[config.mk]
export PLATFORM = sky130hd
export DESIGN_NAME = tdmdma_seq
export DESIGN_NICKNAME = d
export VERILOG_FILES = /design/src/rtl/tdmdma_pkg.sv /design/src/rtl/tdmdma_slot_timer.sv /design/src/rtl/tdmdma_burst.sv /design/src/rtl/tdmdma_seq.sv
export SDC_FILE = /design/constraint.sdc
export NUM_CORES = 1
export LEC_CHECK = 0
export BUFFER_PORTS_ARGS = -buffer_cell sky130_fd_sc_hd__buf_2
export CORE_MARGIN = 2
export CORE_UTILIZATION = 40
export CTS_CLUSTER_SIZE = 25
export DETAILED_ROUTE_END_ITERATION = 12
export PLACE_DENSITY_LB_ADDON = 0.15
export REMOVE_ABC_BUFFERS = 1
export SLEW_MARGIN = 20
export SYNTH_ARGS = -nofsm -noshare
export SYNTH_HDL_FRONTEND = slang
export SYNTH_SLANG_ARGS = --single-unit
export TNS_END_PERCENT = 20
[constraint.sdc]
create_clock -name clk -period 7.01 [get_ports clk]
set_clock_uncertainty 0.15 [all_clocks]
set_input_delay 0.701 -clock clk [delete_from_list [all_inputs] [get_ports clk]]
set_output_delay 0.701 -clock clk [all_outputs]
set_load 0.05 [all_outputs]
[src/rtl/tdmdma_pkg.sv]
package tdmdma_pkg;
  // four byte channels share one 2 Mb/s timeslot in every stream mode
  localparam int CH_PER_SLOT = 4;
  localparam int SUB_W       = $clog2(CH_PER_SLOT);

  typedef logic [CH_PER_SLOT-1:0] slot_mask_t;

  // lowest enabled position in a slot mask (0 when empty)
  function automatic logic [SUB_W-1:0] first_set(input slot_mask_t m);
    logic [SUB_W-1:0] r;
    r = '0;
    for (int i = CH_PER_SLOT - 1; i >= 0; i--)
      if (m[i]) r = SUB_W'(i);
    return r;
  endfunction

  // mask with one position removed
  function automatic slot_mask_t clear_pos(input slot_mask_t m, input logic [SUB_W-1:0] p);
    return m & ~(slot_mask_t'(1) << p);
  endfunction
endpackage

[src/rtl/tdmdma_slot_timer.sv]
module tdmdma_slot_timer #(
  parameter int NUM_SLOTS   = 32,
  parameter int SLOT_CYCLES = 16,
  parameter int SLOT_W      = $clog2(NUM_SLOTS),
  parameter int CYC_W       = $clog2(SLOT_CYCLES)
) (
  input  logic              clk,
  input  logic              rst_n,
  input  logic              frame_sync_i,
  input  logic              dma_en_i,
  output logic [CYC_W-1:0]  cyc_o,
  output logic [SLOT_W-1:0] slot_o,
  output logic              armed_o,
  output logic              prep_o,
  output logic              slot_first_o,
  output logic              slot_last_o
);
  localparam logic [CYC_W-1:0]  CYC_LAST  = CYC_W'(SLOT_CYCLES - 1);
  localparam logic [SLOT_W-1:0] SLOT_LAST = SLOT_W'(NUM_SLOTS - 1);

  logic [CYC_W-1:0]  cyc_q;
  logic [SLOT_W-1:0] slot_q;
  logic              armed_q, prep_q;

  always_ff @(posedge clk or negedge rst_n) begin
    if (!rst_n) begin
      cyc_q   <= '0;
      slot_q  <= '0;
      armed_q <= 1'b0;
      prep_q  <= 1'b0;
    end else if (frame_sync_i) begin
      cyc_q   <= '0;
      slot_q  <= '0;
      armed_q <= dma_en_i;
      prep_q  <= dma_en_i & ~armed_q;
    end else if (cyc_q == CYC_LAST) begin
      cyc_q  <= '0;
      slot_q <= (slot_q == SLOT_LAST) ? '0 : slot_q + SLOT_W'(1);
    end else begin
      cyc_q <= cyc_q + CYC_W'(1);
    end
  end

  assign cyc_o        = cyc_q;
  assign slot_o       = slot_q;
  assign armed_o      = armed_q;
  assign prep_o       = prep_q;
  assign slot_first_o = (cyc_q == '0);
  assign slot_last_o  = (cyc_q == CYC_LAST);
endmodule

[src/rtl/tdmdma_burst.sv]
module tdmdma_burst
  import tdmdma_pkg::*;
#(
  parameter int SLOT_W = 5
) (
  input  logic                    clk,
  input  logic                    rst_n,
  input  logic                    start_i,
  input  logic [SLOT_W-1:0]       slot_i,
  input  slot_mask_t              mask_i,
  input  logic                    drop_i,
  input  logic                    dack_n_i,
  output logic                    dreq_n_o,
  output logic                    xfer_o,
  output logic [SLOT_W+SUB_W-1:0] chan_o,
  output logic                    overrun_o
);
  logic              busy_q, ovr_q;
  slot_mask_t        rem_q, rem_nxt;
  logic [SLOT_W-1:0] slot_q;
  logic [SUB_W-1:0]  sub;
  logic              xfer, done, abandon;

  always_comb begin
    sub     = first_set(rem_q);
    xfer    = busy_q & ~dack_n_i;
    rem_nxt = xfer ? clear_pos(rem_q, sub) : rem_q;
    done    = xfer && (rem_nxt == '0);
    abandon = busy_q && drop_i && !done;
  end

  always_ff @(posedge clk or negedge rst_n) begin
    if (!rst_n) begin
      busy_q <= 1'b0;
      ovr_q  <= 1'b0;
      rem_q  <= '0;
      slot_q <= '0;
    end else begin
      if (abandon) ovr_q <= 1'b1;
      if (start_i) begin
        busy_q <= 1'b1;
        rem_q  <= mask_i;
        slot_q <= slot_i;
      end else begin
        rem_q <= rem_nxt;
        if (done || drop_i) busy_q <= 1'b0;
      end
    end
  end

  assign dreq_n_o  = ~busy_q;
  assign xfer_o    = xfer;
  assign chan_o    = {slot_q, sub};
  assign overrun_o = ovr_q;
endmodule

[src/rtl/tdmdma_seq.sv]
module tdmdma_seq
  import tdmdma_pkg::*;
#(
  parameter int NUM_SLOTS   = 32,
  parameter int SLOT_CYCLES = 16,
  parameter int NUM_CH      = NUM_SLOTS * CH_PER_SLOT,
  parameter int CHAN_W      = $clog2(NUM_SLOTS) + SUB_W
) (
  input  logic              clk,
  input  logic              rst_n,
  input  logic              frame_sync,
  input  logic              dma_en,
  input  logic [NUM_CH-1:0] ce_mask,
  input  logic              dack_rd_n,
  input  logic              dack_wr_n,
  output logic              dreq_rd_n,
  output logic              dreq_wr_n,
  output logic              rd_xfer,
  output logic [CHAN_W-1:0] rd_chan,
  output logic              wr_xfer,
  output logic [CHAN_W-1:0] wr_chan,
  output logic              rd_overrun,
  output logic              wr_overrun
);
  localparam int SLOT_W = $clog2(NUM_SLOTS);
  localparam int CYC_W  = $clog2(SLOT_CYCLES);
  localparam int DIR_WR = 0;
  localparam int DIR_RD = 1;

  logic [CYC_W-1:0]  cyc;
  logic [SLOT_W-1:0] slot;
  logic              armed, prep, slot_first, slot_last;
  slot_mask_t        slot_mask;
  logic              eligible;
  logic [1:0]        start_v, dack_v, dreq_v, xfer_v, ovr_v;
  logic [CHAN_W-1:0] chan_v [2];

  tdmdma_slot_timer #(
    .NUM_SLOTS(NUM_SLOTS), .SLOT_CYCLES(SLOT_CYCLES), .SLOT_W(SLOT_W), .CYC_W(CYC_W)
  ) u_timer (
    .clk(clk), .rst_n(rst_n), .frame_sync_i(frame_sync), .dma_en_i(dma_en),
    .cyc_o(cyc), .slot_o(slot), .armed_o(armed), .prep_o(prep),
    .slot_first_o(slot_first), .slot_last_o(slot_last)
  );

  // the four enable bits of the current timeslot
  assign slot_mask = ce_mask[int'(slot) * CH_PER_SLOT +: CH_PER_SLOT];
  // timeslot 0 of the first armed frame is reserved for preparation
  assign eligible  = armed && !(prep && slot == '0) && (slot_mask != '0);

  assign start_v[DIR_RD] = eligible && slot_first;
  assign start_v[DIR_WR] = eligible && slot_last;
  assign dack_v[DIR_RD]  = dack_rd_n;
  assign dack_v[DIR_WR]  = dack_wr_n;

  for (genvar d = 0; d < 2; d++) begin : g_dir
    tdmdma_burst #(.SLOT_W(SLOT_W)) u_eng (
      .clk(clk), .rst_n(rst_n), .start_i(start_v[d]), .slot_i(slot),
      .mask_i(slot_mask), .drop_i(slot_last), .dack_n_i(dack_v[d]),
      .dreq_n_o(dreq_v[d]), .xfer_o(xfer_v[d]), .chan_o(chan_v[d]),
      .overrun_o(ovr_v[d])
    );
  end

  assign dreq_rd_n  = dreq_v[DIR_RD];
  assign dreq_wr_n  = dreq_v[DIR_WR];
  assign rd_xfer    = xfer_v[DIR_RD];
  assign wr_xfer    = xfer_v[DIR_WR];
  assign rd_chan    = chan_v[DIR_RD];
  assign wr_chan    = chan_v[DIR_WR];
  assign rd_overrun = ovr_v[DIR_RD];
  assign wr_overrun = ovr_v[DIR_WR];
endmodule

==> results.yml <==
synth:
  yosysMostFrequentCell: "mux4_2"
  syn_avg_cell_area_um2: 13.4
  netlist_top_cells_count: "mux4_2 (40), dfrtp_1 (33), nor2_1 (12)"
  ys_async_sr_fraction_pct: 100
  synthFlopType: "dfrtp_1"
  yosys-top-cells-area: "mux4_2 (34%), dfrtp_1 (32%), mux2i_1 (3.1%)"
  synth.top_cell.area_share_pct: 34.5
  yosys.cell_types.count: 41
  postSynthCellCount: 195
  ys_seq_elements: 33
  synth_edf_count: 0
  synth_seq_area_share_pct: 31.6
  synth_area_um2: 2610
  yosysTopAreaCell: "mux4_2"
  ys_warn_count: 0
placed_design:
  dp_hpwl_um: 5800
  gp_congestion: 0.844
  io_buffer_count: 153
  dpl.cell_count: 413
setup_path:
  cp.arrival_ps: 3330
  crit_fanout: 39
  reg2reg_from: "u_timer.slot_o[0]$_DFFE_PN0P_"
  r2r-end: "g_dir[1].u_eng.slot_q[0]$_DFFE_PN0P_"
  cp-start-kind: "flop"
  critPathKind: "flop to flop"
  rrSetupSlack_ps: 3690
  cp.required_ps: 7020
  worst_setup_path_end_kind: "flop"
  r2r_cells: 7
job:
  drv_cap: 0
timing:
  fmax_mhz: 301
  drv_slew: 0
  finalCritPeriodShare_pct: 47.3
  rsz0062_at_grt: "no"
  tightest_slew_ps: 745
  hold_viol_final: 0
  tns_ps: 0
  setup_viol: 0
  period_needed_ps: 3320
  slew_headroom_pct: 50.3
finish:
  insertedDiodeCount: 0
  final_cells: 421
  syn_to_final_growth_pct: 34.0
  drive_gt1_share_pct: 63.1
  finalNetCount: 482
  fin_util_pct: 55.2
clock_network:
  cts_root_buf: "clkbuf_8"
  post-cts-setup-buffers: 0
  holdBufCountCts: 0
  cts_made_buffers: 5
  path_clk_slew_ps: 70
  cts.htree.levels: 2
  cts_tree: "built"
  clkSinkCount: 33
  clockBufferDepth: 2
  ctsResizeCount: 0
  clk_latency_ps: 280
detailed_routing:
  wl_um: 7030
  vias_per_cell: 5.38
  dr.pass1.iters: 4
  drc: 0
  first_iter_violations: 66
  antenna_left: 0
  vias: 2266
  post_drt_wl_per_cell_um: 16.7
power:
  leakagePower_nw: 1.69
  max-vdd-ir-drop_v: 0.000170
  p_per_area_nw_per_um2: 155
floorplanning:
  coreArea_um2: 6350
  die-area_um2: 7200
  die_h_um: 84.8
  start_util_pct: 41.2
  ios: 154
  rows: 29
  fp.dieW_um: 84.8
global_routing:
  antenna_found_initial: 0
  grt_pass1_vias: 2454
  grt_max_degree: 41
  grt_util_all_layers_pct: 20.9
  grt_overflow: 0
  grt_pass1_wl_um: 11700
hold_path:
  hold_path.class: "primary input to asynchronous set/reset pin"
status:
  status: "complete, no violations"
state kept, by name (all words and copies together) (netlist names):
name                   flops
g_dir.u_eng.slot_q        10
g_dir.u_eng.rem_q          8
u_timer.slot_o             5
u_timer.cyc_o              4
g_dir.u_eng.busy_q         2
g_dir.u_eng.overrun_o      2
u_timer.armed_o            1
u_timer.prep_o             1
power by group:
group          total (mW)  switching, mW  internal [mW]
Clock               0.139         0.0702         0.0684
Sequential          0.228         0.0217          0.206
Combinational       0.175         0.0989         0.0758
Total               0.542          0.191          0.351
worst max-delay path by stage:
stage / from / to / slack, ps / cells after the start
after CTS: u_timer.slot_o[0]$_DFFE_PN0P_ / g_dir[1].u_eng.slot_q[0]$_DFFE_PN0P_ / 3660 / 7
after global placement: u_timer.slot_o[0]$_DFFE_PN0P_ / g_dir[1].u_eng.slot_q[1]$_DFFE_PN0P_ / 3740 / 7
after floorplan: u_timer.slot_o[0]$_DFFE_PN0P_ / g_dir[1].u_eng.slot_q[0]$_DFFE_PN0P_ / 3190 / 6
final: u_timer.slot_o[0]$_DFFE_PN0P_ / g_dir[1].u_eng.slot_q[0]$_DFFE_PN0P_ / 3690 / 7
after global routing: u_timer.slot_o[0]$_DFFE_PN0P_ / g_dir[1].u_eng.slot_q[0]$_DFFE_PN0P_ / 3500 / 7
after detailed placement: u_timer.slot_o[0]$_DFFE_PN0P_ / g_dir[1].u_eng.slot_q[0]$_DFFE_PN0P_ / 3680 / 7
worst max-delay path: stages, from the launching register on:
cell and delay [ps]:
dfrtp_2 350, buf_4 510, mux4_2 580, mux4_2 490, mux2i_2 330, nand4_4 180
nand4_4 240, mux2_4 320
stage by stage:
step	cell area, um^2	power (mW)	setup WS, ps	hold WS, ps
floorplan	2540	0.337	3190	255
global placement	3420	0.405	3740	303
detailed placement	3420	0.408	3680	315
CTS	3500	0.549	3660	336
global route	3500	0.576	3500	360
finish	3500	0.542	3690	326
placed cells by master, fill, tap and decap left out, drive strengths merged, types with 2 or more instances in the layout:
master	netlist	routed
dfrtp	33	33
buf	7	155
clkbuf	7	5
ha	5	5
clkinv	0	2
a31oi	2	2
a21oi	7	7
nand3	3	3
nor2	12	12
inv	11	11
nand4	2	2
and3	2	2
mux2	11	11
nand2b	2	2
mux4	40	40
o21ai	10	10
o21bai	2	2
nand2	7	7
nor3	6	6
mux2i	12	12
maj3	2	2
logic make-up (layout without fill, tap and decap cells):
group                      Yosys count  after routing  synth area share [%]
xor gates and xnor gates             1              1                 0.335
muxes                               63             63                  45.4
DFF                                 33             33                  31.6
AOI/OAI and AO/OA                   26             26                  5.84
and+or+nand+nor                     40             40                  9.14
adders and majority gates            7              7                  3.16
buffers and inverters               25            174                  4.50
layer usage:
layer / vias up / part of all wire, % / track usage [%]
li1: 1065 / - / -
met1: 1091 / 40 / 26.0
met2: 102 / 52 / 37.3
met3: 8 / 6.7 / 4.09
met4: 0 / 1.5 / 5.48
met5: - / 0 / 0
layout make-up:
cell class              count  area, um^2
fillers                   566        2850
inverters                  11        41.3
multi-input cells         137        1670
well taps                  77        96.3
clock inverters             3        17.5
clock buffers               5        68.8
flip-flops and latches     33         827
repair buffers            155         781
Note: power is estimated with default switching activity, not from simulation.
